===== config.mk =====
export PLATFORM = sky130hd
export DESIGN_NAME = wu_ctrl
export DESIGN_NICKNAME = d
export VERILOG_FILES = /design/src/rtl/wu_pkg.sv /design/src/rtl/wu_lookup.sv /design/src/rtl/wu_word_merge.sv /design/src/rtl/wu_ctrl.sv
export SDC_FILE = /design/constraint.sdc
export NUM_CORES = 1
export LEC_CHECK = 0
export BUFFER_PORTS_ARGS = -buffer_cell sky130_fd_sc_hd__buf_4
export CAP_MARGIN = 40
export CORE_MARGIN = 4
export CORE_UTILIZATION = 25
export DETAILED_ROUTE_END_ITERATION = 10
export SLEW_MARGIN = 20
export SYNTH_ARGS = -nofsm -noshare
export SYNTH_HDL_FRONTEND = slang
export SYNTH_HIERARCHICAL = 1
export SYNTH_SLANG_ARGS = --single-unit

===== constraint.sdc =====
create_clock -name clk -period 10.4 [get_ports clk]
set_input_delay 1.04 -clock clk [delete_from_list [all_inputs] [get_ports clk]]
set_output_delay 1.04 -clock clk [all_outputs]
set_load 0.01 [all_outputs]

===== src/rtl/wu_pkg.sv =====
`timescale 1ns/1ps
package wu_pkg;

  typedef enum logic [1:0] {
    LS_EXCL  = 2'd0,
    LS_SHCLN = 2'd1,
    LS_SHMOD = 2'd2,
    LS_MOD   = 2'd3
  } line_st_e;

  typedef enum logic [1:0] {
    BC_NONE   = 2'd0,
    BC_READ   = 2'd1,
    BC_UPDATE = 2'd2,
    BC_WBACK  = 2'd3
  } bus_cmd_e;

  typedef enum logic [1:0] {
    F_IDLE  = 2'd0,
    F_WBACK = 2'd1,
    F_FILL  = 2'd2,
    F_UPD   = 2'd3
  } fsm_e;

  // Dirty data that this cache must supply or write back
  function automatic logic owns_dirty(line_st_e s);
    return (s == LS_SHMOD) || (s == LS_MOD);
  endfunction

  // State of a resident line after another master's transaction
  function automatic line_st_e snoop_next(line_st_e s, bus_cmd_e c);
    case (c)
      BC_READ:   return (s == LS_EXCL) ? LS_SHCLN : ((s == LS_MOD) ? LS_SHMOD : s);
      BC_UPDATE: return (s == LS_SHMOD) ? LS_SHCLN : s;
      default:   return s;
    endcase
  endfunction

  function automatic line_st_e fill_state(logic shared);
    return shared ? LS_SHCLN : LS_EXCL;
  endfunction

  function automatic line_st_e write_state(logic shared);
    return shared ? LS_SHMOD : LS_MOD;
  endfunction

endpackage


===== src/rtl/wu_lookup.sv =====
`timescale 1ns/1ps
module wu_lookup #(
  parameter int LINES = 4,
  parameter int TAG_W = 5,
  parameter int IDX_W = 2
) (
  input  logic [LINES-1:0]       vld,
  input  logic [LINES*TAG_W-1:0] tag_flat,
  input  logic [IDX_W-1:0]       idx,
  input  logic [TAG_W-1:0]       tag,
  output logic                   hit
);
  assign hit = vld[idx] && (tag_flat[idx*TAG_W +: TAG_W] == tag);
endmodule


===== src/rtl/wu_word_merge.sv =====
`timescale 1ns/1ps
module wu_word_merge #(
  parameter int WORDS  = 2,
  parameter int DATA_W = 16,
  parameter int OFF_W  = 1
) (
  input  logic [WORDS*DATA_W-1:0] line_in,
  input  logic [OFF_W-1:0]        off,
  input  logic [DATA_W-1:0]       word_in,
  output logic [WORDS*DATA_W-1:0] line_out
);
  for (genvar w = 0; w < WORDS; w++) begin : g_word
    assign line_out[w*DATA_W +: DATA_W] =
      (off == OFF_W'(w)) ? word_in : line_in[w*DATA_W +: DATA_W];
  end
endmodule


===== src/rtl/wu_ctrl.sv =====
`timescale 1ns/1ps
module wu_ctrl
  import wu_pkg::*;
#(
  parameter int ADDR_W = 8,
  parameter int DATA_W = 16,
  parameter int LINES  = 4,
  parameter int WORDS  = 2
) (
  input  logic                    clk,
  input  logic                    rst_n,
  input  logic                    cpu_req,
  input  logic                    cpu_we,
  input  logic [ADDR_W-1:0]       cpu_addr,
  input  logic [DATA_W-1:0]       cpu_wdata,
  output logic                    cpu_ready,
  output logic [DATA_W-1:0]       cpu_rdata,
  output logic                    bus_req,
  input  logic                    bus_gnt,
  output logic [1:0]              bus_cmd,
  output logic [ADDR_W-1:0]       bus_addr,
  output logic [WORDS*DATA_W-1:0] bus_wdata,
  output logic [DATA_W-1:0]       bus_word,
  input  logic [WORDS*DATA_W-1:0] bus_rdata,
  input  logic                    bus_shared_in,
  input  logic                    snp_valid,
  input  logic [1:0]              snp_cmd,
  input  logic [ADDR_W-1:0]       snp_addr,
  input  logic [DATA_W-1:0]       snp_word,
  output logic                    snp_shared,
  output logic                    snp_flush,
  output logic [WORDS*DATA_W-1:0] snp_line
);
  localparam int OFF_W  = (WORDS > 1) ? $clog2(WORDS) : 1;
  localparam int IDX_W  = (LINES > 1) ? $clog2(LINES) : 1;
  localparam int TAG_W  = ADDR_W - IDX_W - OFF_W;
  localparam int LINE_W = WORDS * DATA_W;

  // Line storage
  logic [LINES-1:0]       vld_q;
  logic [TAG_W-1:0]       tag_q [LINES];
  line_st_e               st_q  [LINES];
  logic [LINE_W-1:0]      dat_q [LINES];
  logic [LINES*TAG_W-1:0] tag_flat;

  for (genvar g = 0; g < LINES; g++) begin : g_tagflat
    assign tag_flat[g*TAG_W +: TAG_W] = tag_q[g];
  end

  // Held processor request
  fsm_e              fsm_q, fsm_d;
  logic              we_q;
  logic [ADDR_W-1:0] addr_q;
  logic [DATA_W-1:0] wdata_q;

  logic [ADDR_W-1:0] a_addr;
  logic              a_we;
  logic [DATA_W-1:0] a_wdata;
  assign a_addr  = (fsm_q == F_IDLE) ? cpu_addr  : addr_q;
  assign a_we    = (fsm_q == F_IDLE) ? cpu_we    : we_q;
  assign a_wdata = (fsm_q == F_IDLE) ? cpu_wdata : wdata_q;

  logic [OFF_W-1:0] a_off, s_off;
  logic [IDX_W-1:0] a_idx, s_idx;
  logic [TAG_W-1:0] a_tag, s_tag;
  assign a_off = a_addr[OFF_W-1:0];
  assign a_idx = a_addr[OFF_W +: IDX_W];
  assign a_tag = a_addr[ADDR_W-1 -: TAG_W];
  assign s_off = snp_addr[OFF_W-1:0];
  assign s_idx = snp_addr[OFF_W +: IDX_W];
  assign s_tag = snp_addr[ADDR_W-1 -: TAG_W];

  logic cpu_hit, snp_hit;
  wu_lookup #(.LINES(LINES), .TAG_W(TAG_W), .IDX_W(IDX_W)) u_cpu_look (
    .vld(vld_q), .tag_flat(tag_flat), .idx(a_idx), .tag(a_tag), .hit(cpu_hit));
  wu_lookup #(.LINES(LINES), .TAG_W(TAG_W), .IDX_W(IDX_W)) u_snp_look (
    .vld(vld_q), .tag_flat(tag_flat), .idx(s_idx), .tag(s_tag), .hit(snp_hit));

  // Word merges: processor write (on the fill line when filling) and snooped update
  logic [LINE_W-1:0] base_line, wr_line, snp_upd_line;
  logic [DATA_W-1:0] rd_word;
  assign base_line = (fsm_q == F_FILL) ? bus_rdata : dat_q[a_idx];
  assign rd_word   = base_line[a_off*DATA_W +: DATA_W];

  wu_word_merge #(.WORDS(WORDS), .DATA_W(DATA_W), .OFF_W(OFF_W)) u_cpu_merge (
    .line_in(base_line), .off(a_off), .word_in(a_wdata), .line_out(wr_line));
  wu_word_merge #(.WORDS(WORDS), .DATA_W(DATA_W), .OFF_W(OFF_W)) u_snp_merge (
    .line_in(dat_q[s_idx]), .off(s_off), .word_in(snp_word), .line_out(snp_upd_line));

  // Snoop side
  bus_cmd_e s_cmd;
  logic     snp_touch;
  assign s_cmd      = bus_cmd_e'(snp_cmd);
  assign snp_touch  = snp_valid && snp_hit && (s_cmd == BC_READ || s_cmd == BC_UPDATE);
  assign snp_shared = snp_touch;
  assign snp_flush  = snp_touch && (s_cmd == BC_READ) && owns_dirty(st_q[s_idx]);
  assign snp_line   = dat_q[s_idx];

  // Named internal events
  line_st_e cur_st;
  logic accept, ev_exc_write_hit, ev_upd_done, ev_wb_done;
  assign cur_st           = st_q[a_idx];
  assign accept           = (fsm_q == F_IDLE) && cpu_req && !snp_valid && !cpu_ready;
  assign ev_exc_write_hit = accept && cpu_hit && cpu_we &&
                            (cur_st == LS_EXCL || cur_st == LS_MOD);
  assign ev_upd_done      = (fsm_q == F_UPD)   && bus_gnt;
  assign ev_wb_done       = (fsm_q == F_WBACK) && bus_gnt;

  // Bus master outputs
  always_comb begin
    bus_cmd  = BC_NONE;
    bus_addr = '0;
    case (fsm_q)
      F_WBACK: begin bus_cmd = BC_WBACK;  bus_addr = {tag_q[a_idx], a_idx, {OFF_W{1'b0}}}; end
      F_FILL:  begin bus_cmd = BC_READ;   bus_addr = {a_tag, a_idx, {OFF_W{1'b0}}}; end
      F_UPD:   begin bus_cmd = BC_UPDATE; bus_addr = a_addr; end
      default: ;
    endcase
  end
  assign bus_req   = (fsm_q != F_IDLE);
  assign bus_wdata = dat_q[a_idx];
  assign bus_word  = a_wdata;

  // Next-state decisions for the processor side
  logic              rdy_d, wr_dat, wr_st, set_vld, clr_vld;
  logic [DATA_W-1:0] rdata_d;
  logic [LINE_W-1:0] dat_v;
  line_st_e          st_v;

  always_comb begin
    fsm_d   = fsm_q;
    rdy_d   = 1'b0;
    rdata_d = cpu_rdata;
    wr_dat  = 1'b0;
    wr_st   = 1'b0;
    set_vld = 1'b0;
    clr_vld = 1'b0;
    dat_v   = wr_line;
    st_v    = cur_st;
    case (fsm_q)
      F_IDLE: if (accept) begin
        if (cpu_hit) begin
          if (!a_we) begin
            rdy_d = 1'b1; rdata_d = rd_word;
          end else if (cur_st == LS_EXCL || cur_st == LS_MOD) begin
            wr_dat = 1'b1; wr_st = 1'b1; st_v = LS_MOD; rdy_d = 1'b1;
          end else begin
            fsm_d = F_UPD;
          end
        end else begin
          fsm_d = (vld_q[a_idx] && owns_dirty(cur_st)) ? F_WBACK : F_FILL;
        end
      end
      F_WBACK: if (bus_gnt) begin
        clr_vld = 1'b1; fsm_d = F_FILL;
      end
      F_FILL: if (bus_gnt) begin
        set_vld = 1'b1; wr_dat = 1'b1; wr_st = 1'b1;
        if (!a_we) begin
          dat_v = bus_rdata; st_v = fill_state(bus_shared_in);
          rdy_d = 1'b1; rdata_d = rd_word; fsm_d = F_IDLE;
        end else if (bus_shared_in) begin
          dat_v = bus_rdata; st_v = LS_SHCLN; fsm_d = F_UPD;
        end else begin
          st_v = LS_MOD; rdy_d = 1'b1; fsm_d = F_IDLE;
        end
      end
      F_UPD: if (bus_gnt) begin
        wr_dat = 1'b1; wr_st = 1'b1; st_v = write_state(bus_shared_in);
        rdy_d = 1'b1; fsm_d = F_IDLE;
      end
      default: fsm_d = F_IDLE;
    endcase
  end

  // Control registers
  always_ff @(posedge clk or negedge rst_n) begin
    if (!rst_n) begin
      fsm_q     <= F_IDLE;
      cpu_ready <= 1'b0;
      cpu_rdata <= '0;
      vld_q     <= '0;
      we_q      <= 1'b0;
      addr_q    <= '0;
      wdata_q   <= '0;
    end else begin
      fsm_q     <= fsm_d;
      cpu_ready <= rdy_d;
      cpu_rdata <= rdata_d;
      if (accept) begin
        we_q <= cpu_we; addr_q <= cpu_addr; wdata_q <= cpu_wdata;
      end
      if (clr_vld) vld_q[a_idx] <= 1'b0;
      if (set_vld) vld_q[a_idx] <= 1'b1;
    end
  end

  // Line arrays; snooped and own writes never share a cycle (no snoop in a grant cycle)
  always_ff @(posedge clk) begin
    if (snp_touch) begin
      st_q[s_idx] <= snoop_next(st_q[s_idx], s_cmd);
      if (s_cmd == BC_UPDATE) dat_q[s_idx] <= snp_upd_line;
    end
    if (wr_dat)  dat_q[a_idx] <= dat_v;
    if (wr_st)   st_q[a_idx]  <= st_v;
    if (set_vld) tag_q[a_idx] <= a_tag;
  end

endmodule


==> flow_summary.rst <==
.. list-table::
   :header-rows: 1

   * - Metric
     - Value
   * - Die area
     - approximately 57,000 µm²
   * - Cell Chain, Critical Path
     - inv_1 > ha_2 > mux2i_4 > buf_4 > inv_1 > mux4_2 > xor2_1 > nor4_1 > and3_1 > nor4bb_1 > a22oi_2 > or2_2 > buf_4 > o21ai_4 > buf_4
   * - Proportion of synthesized flip-flops having asynchronous set or reset
     - about a quarter
   * - Slew at the pin with the worst max-slew slack
     - 0.8358 ns
   * - Slowest-stage cell, CP
     - sky130_fd_sc_hd__mux4_2
   * - CP Depth
     - 15
   * - Gr usage total
     - between 10% and 20%
   * - Row count
     - 84
   * - Area growth from synthesis to layout
     - 21.64%
   * - Post-DR wirelength/cell
     - approximately 25 µm
   * - Initial DRC Count
     - 992
   * - Path depth of the worst reg2reg path
     - 15
   * - # resized after CTS
     - 0
   * - Total cell area at the placement stage
     - between 15,000 and 20,000 µm²
   * - Final slew viol count
     - 0
   * - Wirelength, routed
     - between 40 and 50 mm
   * - Drt drc
     - 0
   * - Count of flip-flops with a built-in enable after synthesis
     - 156
   * - PD cells
     - around 310 nW/µm²
   * - Die X-Extent
     - between 200 and 250 µm
   * - Max Clock Skew
     - ~0.029 ns
   * - Clock Latency Late Sink
     - between 0.5 and 0.6 ns
   * - Setup TNS
     - 0 ns
   * - Number of unique standard cell types used by synthesis
     - 55
   * - Vias in the first global route
     - about 10,000
   * - Unrepaired setup endpoints after global routing
     - false
   * - DR vias
     - a little over 10,000
   * - Maximum number of pins on one net before global-route repair
     - between 60 and 70
   * - Remaining global-route overflow
     - 0
   * - Sinks on Clock Net
     - around 200
   * - Routed vias/inst
     - between 5 and 6
   * - Residual antenna-violating net count after detailed routing
     - 0
   * - Total power
     - 5069 µW
   * - Final design instance area without fill
     - approximately 16,000 µm²
   * - CTS HTree Levels
     - 1
   * - Cell with the most instances on the worst path
     - sky130_fd_sc_hd__buf_4
   * - Detailed placement HPWL
     - approximately 35 mm
   * - I/O pin cnt
     - 199
   * - Achievable Freq
     - ~0.18 GHz
   * - CP Data Required Time
     - 10.61 ns
   * - Hold Buf Count CTS
     - 0
   * - Number of maximum-capacitance constraint violations
     - 0
   * - CTS Buf Count
     - 25
   * - Worst voltage drop across the vdd grid
     - between 150 and 200 µV
   * - Setup violation total in the final timing report
     - 0
   * - Type of the tightest min-delay check
     - primary input to async pin
   * - Height of the chip
     - 238.4 µm
   * - Critical path startpoint category
     - flip-flop
   * - Part of the Yosys area used for sequential elements
     - approximately 44%
   * - Total of fill cells in the finished design
     - 5,297
   * - Count of final hold-check violations
     - 0
   * - Synthesized cell area
     - 13,270 µm²
   * - Post-Synthesis Cells
     - around 1,100
   * - Largest fanout of any net on the critical path
     - 66
   * - Maximum cell stage delay along the critical path
     - roughly 0.5 ns
   * - Portion of the clock cycle consumed by the worst path in the final layout
     - 52.11%
   * - Share of cells above drive strength 1
     - between 30% and 40%
   * - Worst slew margin
     - between 40 and 50%
   * - Initial core utilization
     - between 20% and 30%
   * - Flip-flop and latch count after synthesis
     - between 200 and 250
   * - CTS root buffer
     - sky130_fd_sc_hd__clkbuf_16
   * - Count of warnings emitted by yosys
     - 6
   * - Predominant post-synthesis flop cell
     - sky130_fd_sc_hd__edfxtp_1
   * - Global-route wire length before repair
     - approximately 70 mm
   * - TritonCTS clock tree
     - done
   * - Path type of the worst setup path
     - flip-flop to flip-flop
   * - Gpl congestion
     - ~0.8
   * - WP data arrival
     - around 5.6 ns
   * - CTS clk-pin slew, worst paths
     - 0.06 ns
   * - Buffers on Ports
     - between 150 and 200
   * - Worst setup EP type
     - flip-flop
   * - Run status
     - finished, final reports clean
   * - Static Leak
     - about 0.0064 µW
   * - Placeable core region
     - approximately 53,000 µm²
   * - Buffers inserted by post-CTS timing repair
     - 0
   * - Net Count, Synth
     - approximately 1,200
   * - CP bufs+invs
     - 5
   * - Drt pass-1 iters
     - 5
   * - Initial antenna violation count
     - 3
   * - Clock Path Buffers
     - 3
   * - Mean post-synth cell area
     - between 10 and 15 µm²
   * - Fin crit period
     - 5.420 ns
   * - Family of cells with the greatest summed delay on the critical path
     - buffers and inverters
   * - Final layout net count
     - 1,340
[synth_stat cells, types with 3 or more instances]
cell type	n	area share, %
sky130_fd_sc_hd__a32oi_1	32	2.1
sky130_fd_sc_hd__dfrtp_1	48	9.1
sky130_fd_sc_hd__nor2_1	32	0.91
sky130_fd_sc_hd__buf_6	8	0.68
sky130_fd_sc_hd__edfxtp_1	156	35
sky130_fd_sc_hd__mux2_2	55	4.7
sky130_fd_sc_hd__mux2i_1	52	3.9
sky130_fd_sc_hd__or2_2	4	0.19
sky130_fd_sc_hd__o21ai_0	151	5.7
sky130_fd_sc_hd__a21oi_1	8	0.30
sky130_fd_sc_hd__buf_4	4	0.23
sky130_fd_sc_hd__mux4_2	60	10
sky130_fd_sc_hd__buf_12	7	1.1
sky130_fd_sc_hd__nand2b_1	4	0.19
sky130_fd_sc_hd__xor2_1	8	0.53
sky130_fd_sc_hd__nand4_1	16	0.75
sky130_fd_sc_hd__and3_1	5	0.24
sky130_fd_sc_hd__inv_1	14	0.40
sky130_fd_sc_hd__o221a_2	3	0.25
sky130_fd_sc_hd__o22a_1	16	1.1
sky130_fd_sc_hd__ha_1	8	0.75
sky130_fd_sc_hd__mux4_1	8	1.6
sky130_fd_sc_hd__nand2_1	172	4.9
sky130_fd_sc_hd__buf_1	3	0.085
sky130_fd_sc_hd__nor2b_1	4	0.19
sky130_fd_sc_hd__mux2_4	75	8.5
sky130_fd_sc_hd__a31oi_1	9	0.42
sky130_fd_sc_hd__o221a_1	14	1.2
sky130_fd_sc_hd__a22oi_1	6	0.34
sky130_fd_sc_hd__buf_2	24	0.91
sky130_fd_sc_hd__clkbuf_1	44	1.2
[logic make-up after synthesis]
kind of cell	share of synthesized area (%)
buffers and inverters	4.593
DFF	44.36
xor gates and xnor gates	0.6602
adders and majority gates	0.7545
AOI/OAI and AO/OA	12.33
muxes	28.85
and+or+nand+nor	8.450
[path summary, 6_finish.rpt]
check / from / end / slack [ns]
worst max-delay path: fsm_q[0] / dat_q[3][28] / 4.98
worst min-delay path: rst_n / addr_q[7] / 0.30
worst max register to register: fsm_q[0] / dat_q[3][28] / 4.98
worst min register to register: wdata_q[0] / wdata_q[0] / 0.50
max in group asynchronous: rst_n / cpu_rdata[11] / 9.62
min in group clk: wdata_q[0] / wdata_q[0] / 0.50
[report_power, final]
part	leakage (µW)	switching [µW]	internal [µW]	total [µW]
Sequential	0.00197	106	1140	1240
Combinational	0.00404	1700	1280	2980
Clock	0.000373	376	469	845
[area by class of cell]
type                       count  area (µm²)  share of cell area (%)
multi-input combinational    777        6843                   42.40
sequential                   204        5886                   36.47
timing repair buffer         221        1720                   10.66
tap                          688       860.8                   5.334
clock buffer                  27       633.1                   3.923
clock inverter                18       141.4                  0.8760
inverter                      14       52.55                  0.3256
antenna                        1       2.502                 0.01551
[routing by layer]
metal,routed length [µm],vias to the layer above,track usage [%]
met5,16,-,0
met4,1322,2,4.714
met3,4021,64,3.109
met1,20590,5145,22.56
met2,22110,518,25.61
li1,-,4534,-
[state kept, by name (all words and copies together) (netlist names), named ones only]
register / count
st_q: 8
we_q: 1
fsm_q: 2
tag_q: 20
cpu_rdata: 16
dat_q: 128
cpu_ready: 1
wdata_q: 16
addr_q: 8
[through the flow]
stage | setup slack [ns] | util, % | cells | hold WS, ns
after global placement | 4.137 | 29.05 | 1899 | 0.4841
after CTS | 4.932 | 30.65 | 1948 | 0.5061
after global routing | 4.635 | 30.71 | 1949 | 0.2933
after detailed placement | 4.579 | 29.18 | 1903 | 0.4921
final | 4.980 | 30.71 | 1950 | 0.3048
after floorplan | 4.732 | - | 1085 | 0.4766
[cell usage in the layout, fill, tap and decap left out, types with 5 or more instances in the layout]
cell type / count
sky130_fd_sc_hd__a21oi_1: 8
sky130_fd_sc_hd__a22oi_1: 6
sky130_fd_sc_hd__a31oi_1: 9
sky130_fd_sc_hd__a32oi_1: 32
sky130_fd_sc_hd__and3_1: 5
sky130_fd_sc_hd__buf_4: 216
sky130_fd_sc_hd__clkbuf_16: 25
sky130_fd_sc_hd__clkinv_1: 6
sky130_fd_sc_hd__dfrtp_1: 48
sky130_fd_sc_hd__edfxtp_1: 156
sky130_fd_sc_hd__ha_1: 6
sky130_fd_sc_hd__inv_1: 13
sky130_fd_sc_hd__mux2_2: 55
sky130_fd_sc_hd__mux2_4: 75
sky130_fd_sc_hd__mux2i_1: 50
sky130_fd_sc_hd__mux4_1: 8
sky130_fd_sc_hd__mux4_2: 60
sky130_fd_sc_hd__nand2_1: 172
sky130_fd_sc_hd__nand4_1: 16
sky130_fd_sc_hd__nor2_1: 32
sky130_fd_sc_hd__o21ai_0: 147
sky130_fd_sc_hd__o221a_1: 14
sky130_fd_sc_hd__o22a_1: 16
sky130_fd_sc_hd__xor2_1: 8
No activity file was read; power rests on OpenSTA's default activity.
